### src/rtl/adc_rd_pkg.sv
package adc_rd_pkg;

  typedef enum logic [2:0] {
    ST_IDLE,
    ST_WAKE,
    ST_CONV,
    ST_SHIFT,
    ST_GAP
  } rd_state_e;

  // ns -> whole clock cycles, rounded up, at least one
  function automatic int cycles_for_ns(longint ns, longint hz);
    longint c;
    c = (ns * hz + 64'd999_999_999) / 64'd1_000_000_000;
    return (c < 1) ? 1 : int'(c);
  endfunction

  function automatic int max3(int a, int b, int c);
    int m;
    m = (a > b) ? a : b;
    return (m > c) ? m : c;
  endfunction

endpackage

### src/rtl/adc_rd_timer.sv
module adc_rd_timer #(
  parameter int TW = 10
) (
  input  logic          clk_i,
  input  logic          rst_ni,
  input  logic          load_i,
  input  logic [TW-1:0] load_val_i,
  output logic          zero_o
);

  logic [TW-1:0] cnt_q;

  always_ff @(posedge clk_i or negedge rst_ni) begin
    if (!rst_ni)              cnt_q <= '0;
    else if (load_i)          cnt_q <= load_val_i;
    else if (cnt_q != '0)     cnt_q <= cnt_q - 1'b1;
  end

  assign zero_o = (cnt_q == '0);

  AST_TIMER_DOWN: assert property (@(posedge clk_i) disable iff (!rst_ni)
    (!load_i && cnt_q != '0) |=> (cnt_q == $past(cnt_q) - 1'b1));

endmodule

### src/rtl/adc_rd_sclk.sv
module adc_rd_sclk (
  input  logic clk_i,
  input  logic rst_ni,
  input  logic toggle_i,
  output logic sclk_o,
  output logic rise_o
);

  logic sclk_q;

  always_ff @(posedge clk_i or negedge rst_ni) begin
    if (!rst_ni)       sclk_q <= 1'b0;
    else if (toggle_i) sclk_q <= ~sclk_q;
  end

  assign sclk_o = sclk_q;
  assign rise_o = toggle_i & ~sclk_q;

endmodule

### src/rtl/adc_rd_shift.sv
module adc_rd_shift #(
  parameter int FRAME_W = 16,
  parameter int RES_W   = 12,
  parameter int RES_LSB = 3
) (
  input  logic             clk_i,
  input  logic             rst_ni,
  input  logic             clr_i,
  input  logic             sample_i,
  input  logic             miso_i,
  input  logic             capture_i,
  output logic             full_o,
  output logic [RES_W-1:0] result_o
);

  localparam int CW = $clog2(FRAME_W + 1);

  logic [FRAME_W-1:0] frame_q;
  logic [CW-1:0]      cnt_q;
  logic [RES_W-1:0]   res_q;

  always_ff @(posedge clk_i or negedge rst_ni) begin
    if (!rst_ni) begin
      frame_q <= '0;
      cnt_q   <= '0;
    end else if (clr_i) begin
      frame_q <= '0;
      cnt_q   <= '0;
    end else if (sample_i) begin
      frame_q <= {frame_q[FRAME_W-2:0], miso_i};
      cnt_q   <= cnt_q + 1'b1;
    end
  end

  always_ff @(posedge clk_i or negedge rst_ni) begin
    if (!rst_ni)        res_q <= '0;
    else if (capture_i) res_q <= frame_q[RES_LSB+RES_W-1:RES_LSB];
  end

  assign full_o   = (cnt_q == CW'(FRAME_W));
  assign result_o = res_q;

  AST_NO_EXTRA_BIT: assert property (@(posedge clk_i) disable iff (!rst_ni)
    sample_i |-> (cnt_q < CW'(FRAME_W)));
  AST_CAPTURE_FULL: assert property (@(posedge clk_i) disable iff (!rst_ni)
    capture_i |-> full_o);

endmodule

### src/rtl/adc_sample_ctrl.sv
module adc_sample_ctrl
  import adc_rd_pkg::*;
#(
  parameter int       CLK_HZ    = 125_000_000,
  parameter int       WAKE_NS   = 4000,
  parameter int       CONV_NS   = 8000,
  parameter int       SCLK_HALF = 4,
  parameter bit       SHDN_CTRL = 1'b1,
  parameter int       FRAME_W   = 16,
  parameter int       RES_W     = 12,
  parameter int       RES_LSB   = 3
) (
  input  logic             clk_i,
  input  logic             rst_ni,
  input  logic             start_i,
  input  logic             pwr_ctl_en_i,
  output logic             busy_o,
  output logic             done_o,
  output logic [RES_W-1:0] result_o,
  output logic             cs_no,
  output logic             sclk_o,
  input  logic             miso_i,
  output logic             shdn_o
);

  localparam int WAKE_CYC = cycles_for_ns(longint'(WAKE_NS), longint'(CLK_HZ));
  localparam int CONV_CYC = cycles_for_ns(longint'(CONV_NS), longint'(CLK_HZ));
  localparam int GAP_CYC  = 2 * SCLK_HALF;
  localparam int MAX_CYC  = max3(WAKE_CYC, CONV_CYC, GAP_CYC);
  localparam int TW       = $clog2(MAX_CYC + 1);

  rd_state_e     state_q, state_d;
  logic          t_load, t_zero;
  logic [TW-1:0] t_val;
  logic          tgl, rise, clr, cap, accept, finish, full;
  logic          cs_q, done_q, pwr_q;
  logic          pwr_eff;

  assign pwr_eff = SHDN_CTRL & pwr_ctl_en_i;

  adc_rd_timer #(.TW(TW)) u_timer (
    .clk_i, .rst_ni,
    .load_i     (t_load),
    .load_val_i (t_val),
    .zero_o     (t_zero)
  );

  adc_rd_sclk u_sclk (
    .clk_i, .rst_ni,
    .toggle_i (tgl),
    .sclk_o   (sclk_o),
    .rise_o   (rise)
  );

  adc_rd_shift #(.FRAME_W(FRAME_W), .RES_W(RES_W), .RES_LSB(RES_LSB)) u_shift (
    .clk_i, .rst_ni,
    .clr_i     (clr),
    .sample_i  (rise),
    .miso_i    (miso_i),
    .capture_i (cap),
    .full_o    (full),
    .result_o  (result_o)
  );

  always_comb begin
    state_d = state_q;
    t_load  = 1'b0;
    t_val   = '0;
    tgl     = 1'b0;
    clr     = 1'b0;
    cap     = 1'b0;
    accept  = 1'b0;
    finish  = 1'b0;
    unique case (state_q)
      ST_IDLE: if (start_i) begin
        accept = 1'b1;
        t_load = 1'b1;
        if (pwr_eff) begin
          state_d = ST_WAKE;
          t_val   = TW'(WAKE_CYC - 1);
        end else begin
          state_d = ST_CONV;
          t_val   = TW'(CONV_CYC - 1);
        end
      end
      ST_WAKE: if (t_zero) begin
        state_d = ST_CONV;
        t_load  = 1'b1;
        t_val   = TW'(CONV_CYC - 1);
      end
      ST_CONV: if (t_zero) begin
        state_d = ST_SHIFT;
        t_load  = 1'b1;
        t_val   = TW'(SCLK_HALF - 1);
        clr     = 1'b1;
      end
      ST_SHIFT: if (t_zero) begin
        tgl    = 1'b1;
        t_load = 1'b1;
        t_val  = TW'(SCLK_HALF - 1);
        if (sclk_o && full) begin
          state_d = ST_GAP;
          t_val   = TW'(GAP_CYC - 1);
          cap     = 1'b1;
          finish  = 1'b1;
        end
      end
      ST_GAP: if (t_zero) state_d = ST_IDLE;
      default: state_d = ST_IDLE;
    endcase
  end

  always_ff @(posedge clk_i or negedge rst_ni) begin
    if (!rst_ni) begin
      state_q <= ST_IDLE;
      cs_q    <= 1'b1;
      done_q  <= 1'b0;
      pwr_q   <= 1'b0;
    end else begin
      state_q <= state_d;
      cs_q    <= !(state_d == ST_CONV || state_d == ST_SHIFT);
      done_q  <= finish;
      if (accept) pwr_q <= pwr_eff;
    end
  end

  generate
    if (SHDN_CTRL) begin : g_shdn
      logic shdn_q;
      always_ff @(posedge clk_i or negedge rst_ni) begin
        if (!rst_ni)      shdn_q <= 1'b1;
        else if (accept)  shdn_q <= 1'b0;
        else if (finish)  shdn_q <= pwr_q;
      end
      assign shdn_o = shdn_q;
    end else begin : g_no_shdn
      assign shdn_o = 1'b0;
    end
  endgenerate

  assign cs_no  = cs_q;
  assign done_o = done_q;
  assign busy_o = (state_q != ST_IDLE);

  AST_SCLK_PARKED: assert property (@(posedge clk_i) disable iff (!rst_ni)
    cs_no |-> !sclk_o);
  AST_AWAKE_IN_WAKE: assert property (@(posedge clk_i) disable iff (!rst_ni)
    (state_q == ST_WAKE) |-> (!shdn_o && cs_no));
  AST_AWAKE_WHILE_SELECTED: assert property (@(posedge clk_i) disable iff (!rst_ni)
    !cs_no |-> !shdn_o);
  AST_DONE_PULSE: assert property (@(posedge clk_i) disable iff (!rst_ni)
    done_o |=> !done_o);
  AST_DONE_RELEASED: assert property (@(posedge clk_i) disable iff (!rst_ni)
    done_o |-> (cs_no && busy_o));
  AST_SELECT_BUSY: assert property (@(posedge clk_i) disable iff (!rst_ni)
    !cs_no |-> busy_o);
  AST_RESULT_HELD: assert property (@(posedge clk_i) disable iff (!rst_ni)
    !$stable(result_o) |-> done_o);

endmodule

### config.mk
export PLATFORM = sky130hd
export DESIGN_NAME = adc_sample_ctrl
export DESIGN_NICKNAME = d
export VERILOG_FILES = /design/src/rtl/adc_rd_pkg.sv /design/src/rtl/adc_rd_timer.sv /design/src/rtl/adc_rd_sclk.sv /design/src/rtl/adc_rd_shift.sv /design/src/rtl/adc_sample_ctrl.sv
export SDC_FILE = /design/constraint.sdc
export NUM_CORES = 1
export LEC_CHECK = 0
export ABC_AREA = 1
export BUFFER_PORTS_ARGS = -buffer_cell sky130_fd_sc_hd__buf_2
export CAP_MARGIN = 5
export CORE_MARGIN = 2
export CORE_UTILIZATION = 55
export CTS_BUF_LIST = sky130_fd_sc_hd__clkbuf_2 sky130_fd_sc_hd__clkbuf_4 sky130_fd_sc_hd__clkbuf_8
export CTS_CLUSTER_SIZE = 10
export DETAILED_ROUTE_END_ITERATION = 10
export PLACE_DENSITY = 0.88
export RECOVER_POWER = 25
export SYNTH_ARGS = -nofsm -noshare
export SYNTH_HDL_FRONTEND = slang
export SYNTH_SLANG_ARGS = --single-unit
### constraint.sdc
create_clock -name clk_i -period 1.67 [get_ports clk_i]
set_input_delay 0.0835 -clock clk_i [delete_from_list [all_inputs] [get_ports clk_i]]
set_output_delay 0.0835 -clock clk_i [all_outputs]
set_load 0.005 [all_outputs]
==> out/qor.yml <==
routed.top_layer: "met4"
final_cell_mix: "nand2_1 (92), dfrtp_1 (47), nand3_1 (29), buf_2 (20), inv_1 (19)"
yosysTopAreaCellShare_pct: 47.5
grtUsageTotal_pct: 21.8
leakagePower_nw: 1.58
wl_met2_um: 2690
ys_seq_area_share_pct: 49.6
layout-drive-gt1-share_pct: 29.0
cp-start-kind: "flip-flop"
finalHoldViolations: 0
hold_path_class: "in2reg"
wire_per_inst_um: 14.3
finalWirelength_um: 5520
port_buffers: 21
skew_ns: 0.00410
layout.nets: 342
fin_ws_ns: -0.0120
via_count: 2117
place_congestion: 0.901
arrival_ns: 1.88
clk_pin_slew_ns: 0.09
cp_common_cell: "nand2_1"
route.detailed.drc: 0
dieArea_um2: 5160
initial_core_util_pct: 57.7
firstDrtPassIters: 4
htreeDepth: 2
synth.avg_cell_area_um2: 8.66
areaGrowthSynthToFinish_pct: 20.1
clock_latency_ns: 0.31
final_util_pct: 69.3
ios: 22
synth_top_area_cell: "dfrtp_1"
syn_area_um2: 2530
ys_warn_count: 0
crit_fanout: 6
grt_antenna_before_repair: 0
grt_pass1_vias: 1983
max_freq_mhz: 595
row_count: 24
slew_violations: 0
grt_overflow: 0
path_class: "reg2reg"
maxCapViolCount: 0
die_h_um: 71.8
fin_crit_sh_pct: 101
synth_seq_cells: 50
route.met3.wl_um: 297
cts_tree: "built"
via_per_inst: 5.47
ir_drop_uv: 334
critPathBufInv: 2
n_fill_cell: 303
cts_buffer_depth: 2
layout_commonest_cell: "nand2_1"
synth_cells: 292
finalSetupTns_ns: -0.0120
drtIter0Drc: 215
cts_made_buffers: 5
grt_pass1_wl_um: 8770
worst_path_max_delay_cell: "dfrtp_1"
core_area_um2: 4380
slowest_delay_ns: 0.43
clock_sinks: 50
netlist-cell-type-count: 31
yosys-top-cells-area: "dfrtp_1 (47%), nand2_1 (14%), nand3_1 (5.9%), nand3_2 (4.4%), inv_1 (3.1%)"
syn-num-nets: 300
grt_max_degree: 34
drt-met1-wl_um: 2460
worst-slew-pin-transition_ns: 1.06
cp.required_ns: 1.87
diodes: 0
cp_top_family: "simple AND/OR/NAND/NOR gates"
slew_headroom_pct: 29.6
crit_chain: "nor2_2 -> nand2_2 -> inv_2 -> nand2_4 -> nor2_8 -> nand2_1 -> nand2_1 -> inv_1 -> nor3_1"
total_power_w: 0.00212
ant_nets: 0
outcome: "finished with violations"
cp-end-kind: "flip-flop"
setup_violations: 1
dieWidth_um: 71.8
power.density_nw_per_um2: 697
cts_root_buf: "clkbuf_8"
min_period_ns: 1.68
dp_hpwl_um: 3600
violations: "negative setup slack"
-- metrics by stage --
stage | setup WS (ns) | instances | instance area (µm²) | hold WS, ns
finish | -0.0120 | 387 | 3040 | 0.105
global route | -0.100 | 387 | 3040 | 0.113
CTS | 0.0225 | 378 | 2890 | 0.0781
detailed placement | 0.0468 | 368 | 2750 | 0.0571
global placement | 0.125 | 368 | 2750 | 0.0529
floorplan | 0.0615 | 292 | 2530 | -0.212
-- cells in the mapped netlist --
cell type and number:
nand2_1 93, inv_2 8, ha_1 3, o21ai_2 3
nor2_4 4, xnor2_1 4, or2_1 1, buf_2 5
dfstp_2 2, buf_6 3, o21a_1 1, clkinv_2 1
nand2_2 2, nand4_1 3, xor2_1 1, inv_1 21
nand2_4 2, nand3_4 1, nand3_1 30, nand4_4 1
a21oi_1 9, dfrtp_1 48, nor2_2 3, nand4_2 1
nor2_1 11, nand3_2 11, o21ai_1 10, nor3_1 2
nor2_8 1, o21ai_0 6, buf_4 1
-- logic make-up (layout without fill, tap and decap cells) --
group                      count (synthesis)  count (layout)  share of synthesized area, %
xor gates and xnor gates                   5               5                          1.73
and+or+nand+nor                          166             167                          33.8
adders and majority gates                  3               3                          1.48
AOI/OAI and AO/OA                         29              29                          6.28
buffers and inverters                     39              81                          7.12
DFF                                       50              50                          49.6
-- power by group --
part           total (W)  internal (W)  leakage, nW  switching (W)
logic          0.0000376     0.0000110        0.881      0.0000266
clock network   0.000870      0.000454       0.0587       0.000416
registers        0.00121       0.00121        0.640              0
total            0.00212       0.00167         1.58       0.000443
-- registers in the layout, summed over array words and instances (netlist names) --
signal and flops:
u_shift.frame_q 15, u_shift.result_o 12, u_timer.cnt_q 10, u_shift.cnt_q 5, state_q 3, cs_no 1, done_o 1, pwr_q 1
shdn_o 1, u_sclk.sclk_o 1
-- worst paths after layout --
check                                         start             endpoint  slack, ns  cells past startpoint
worst min-delay path                   pwr_ctl_en_i                pwr_q       0.10                      3
worst max register to register     u_timer.cnt_q[4]                cs_no      -0.01                      9
worst min register to register  u_shift.result_o[7]  u_shift.result_o[7]       0.48                      2
worst max-delay path               u_timer.cnt_q[4]                cs_no      -0.01                      9
min in group asynchronous                    rst_ni   u_shift.frame_q[0]       0.48                      2
max in group asynchronous                    rst_ni               shdn_o       0.42                      3
-- final cells by class --
type                       instances  area [µm²]  share of cell area (%)
tap                               52        65.1                    2.14
sequential                        50        1250                    41.3
clock buffer                       5        68.8                    2.27
clock inverter                     3        47.5                    1.57
multi-input combinational        204        1150                    37.7
inverter                          30         114                    3.75
timing repair buffer              43         342                    11.2
-- worst reg2reg max path, cell delays in order, from the launching register on --
cell,delay [ns]
dfrtp_1,0.43
nor2_2,0.18
nand2_2,0.12
inv_2,0.08
nand2_4,0.07
nor2_8,0.17
nand2_1,0.09
nand2_1,0.10
inv_1,0.07
nor3_1,0.26
-- repair_timing --
item / CTS / global route
endpoints found under the setup margin: 0 / 40
resized for setup: 0 / 13
hold buffers: 2 / 0
setup buffers: 0 / 6
hold endpoints to repair: 17 / 0
-- metal layers --
metal / vias to the layer above / track usage, %
met3: 8 / 4.92
met5: - / 0
met1: 1016 / 29.4
met2: 67 / 33.4
met4: 0 / 10.9
li1: 1026 / -
Power figures use the tool's default switching activity.
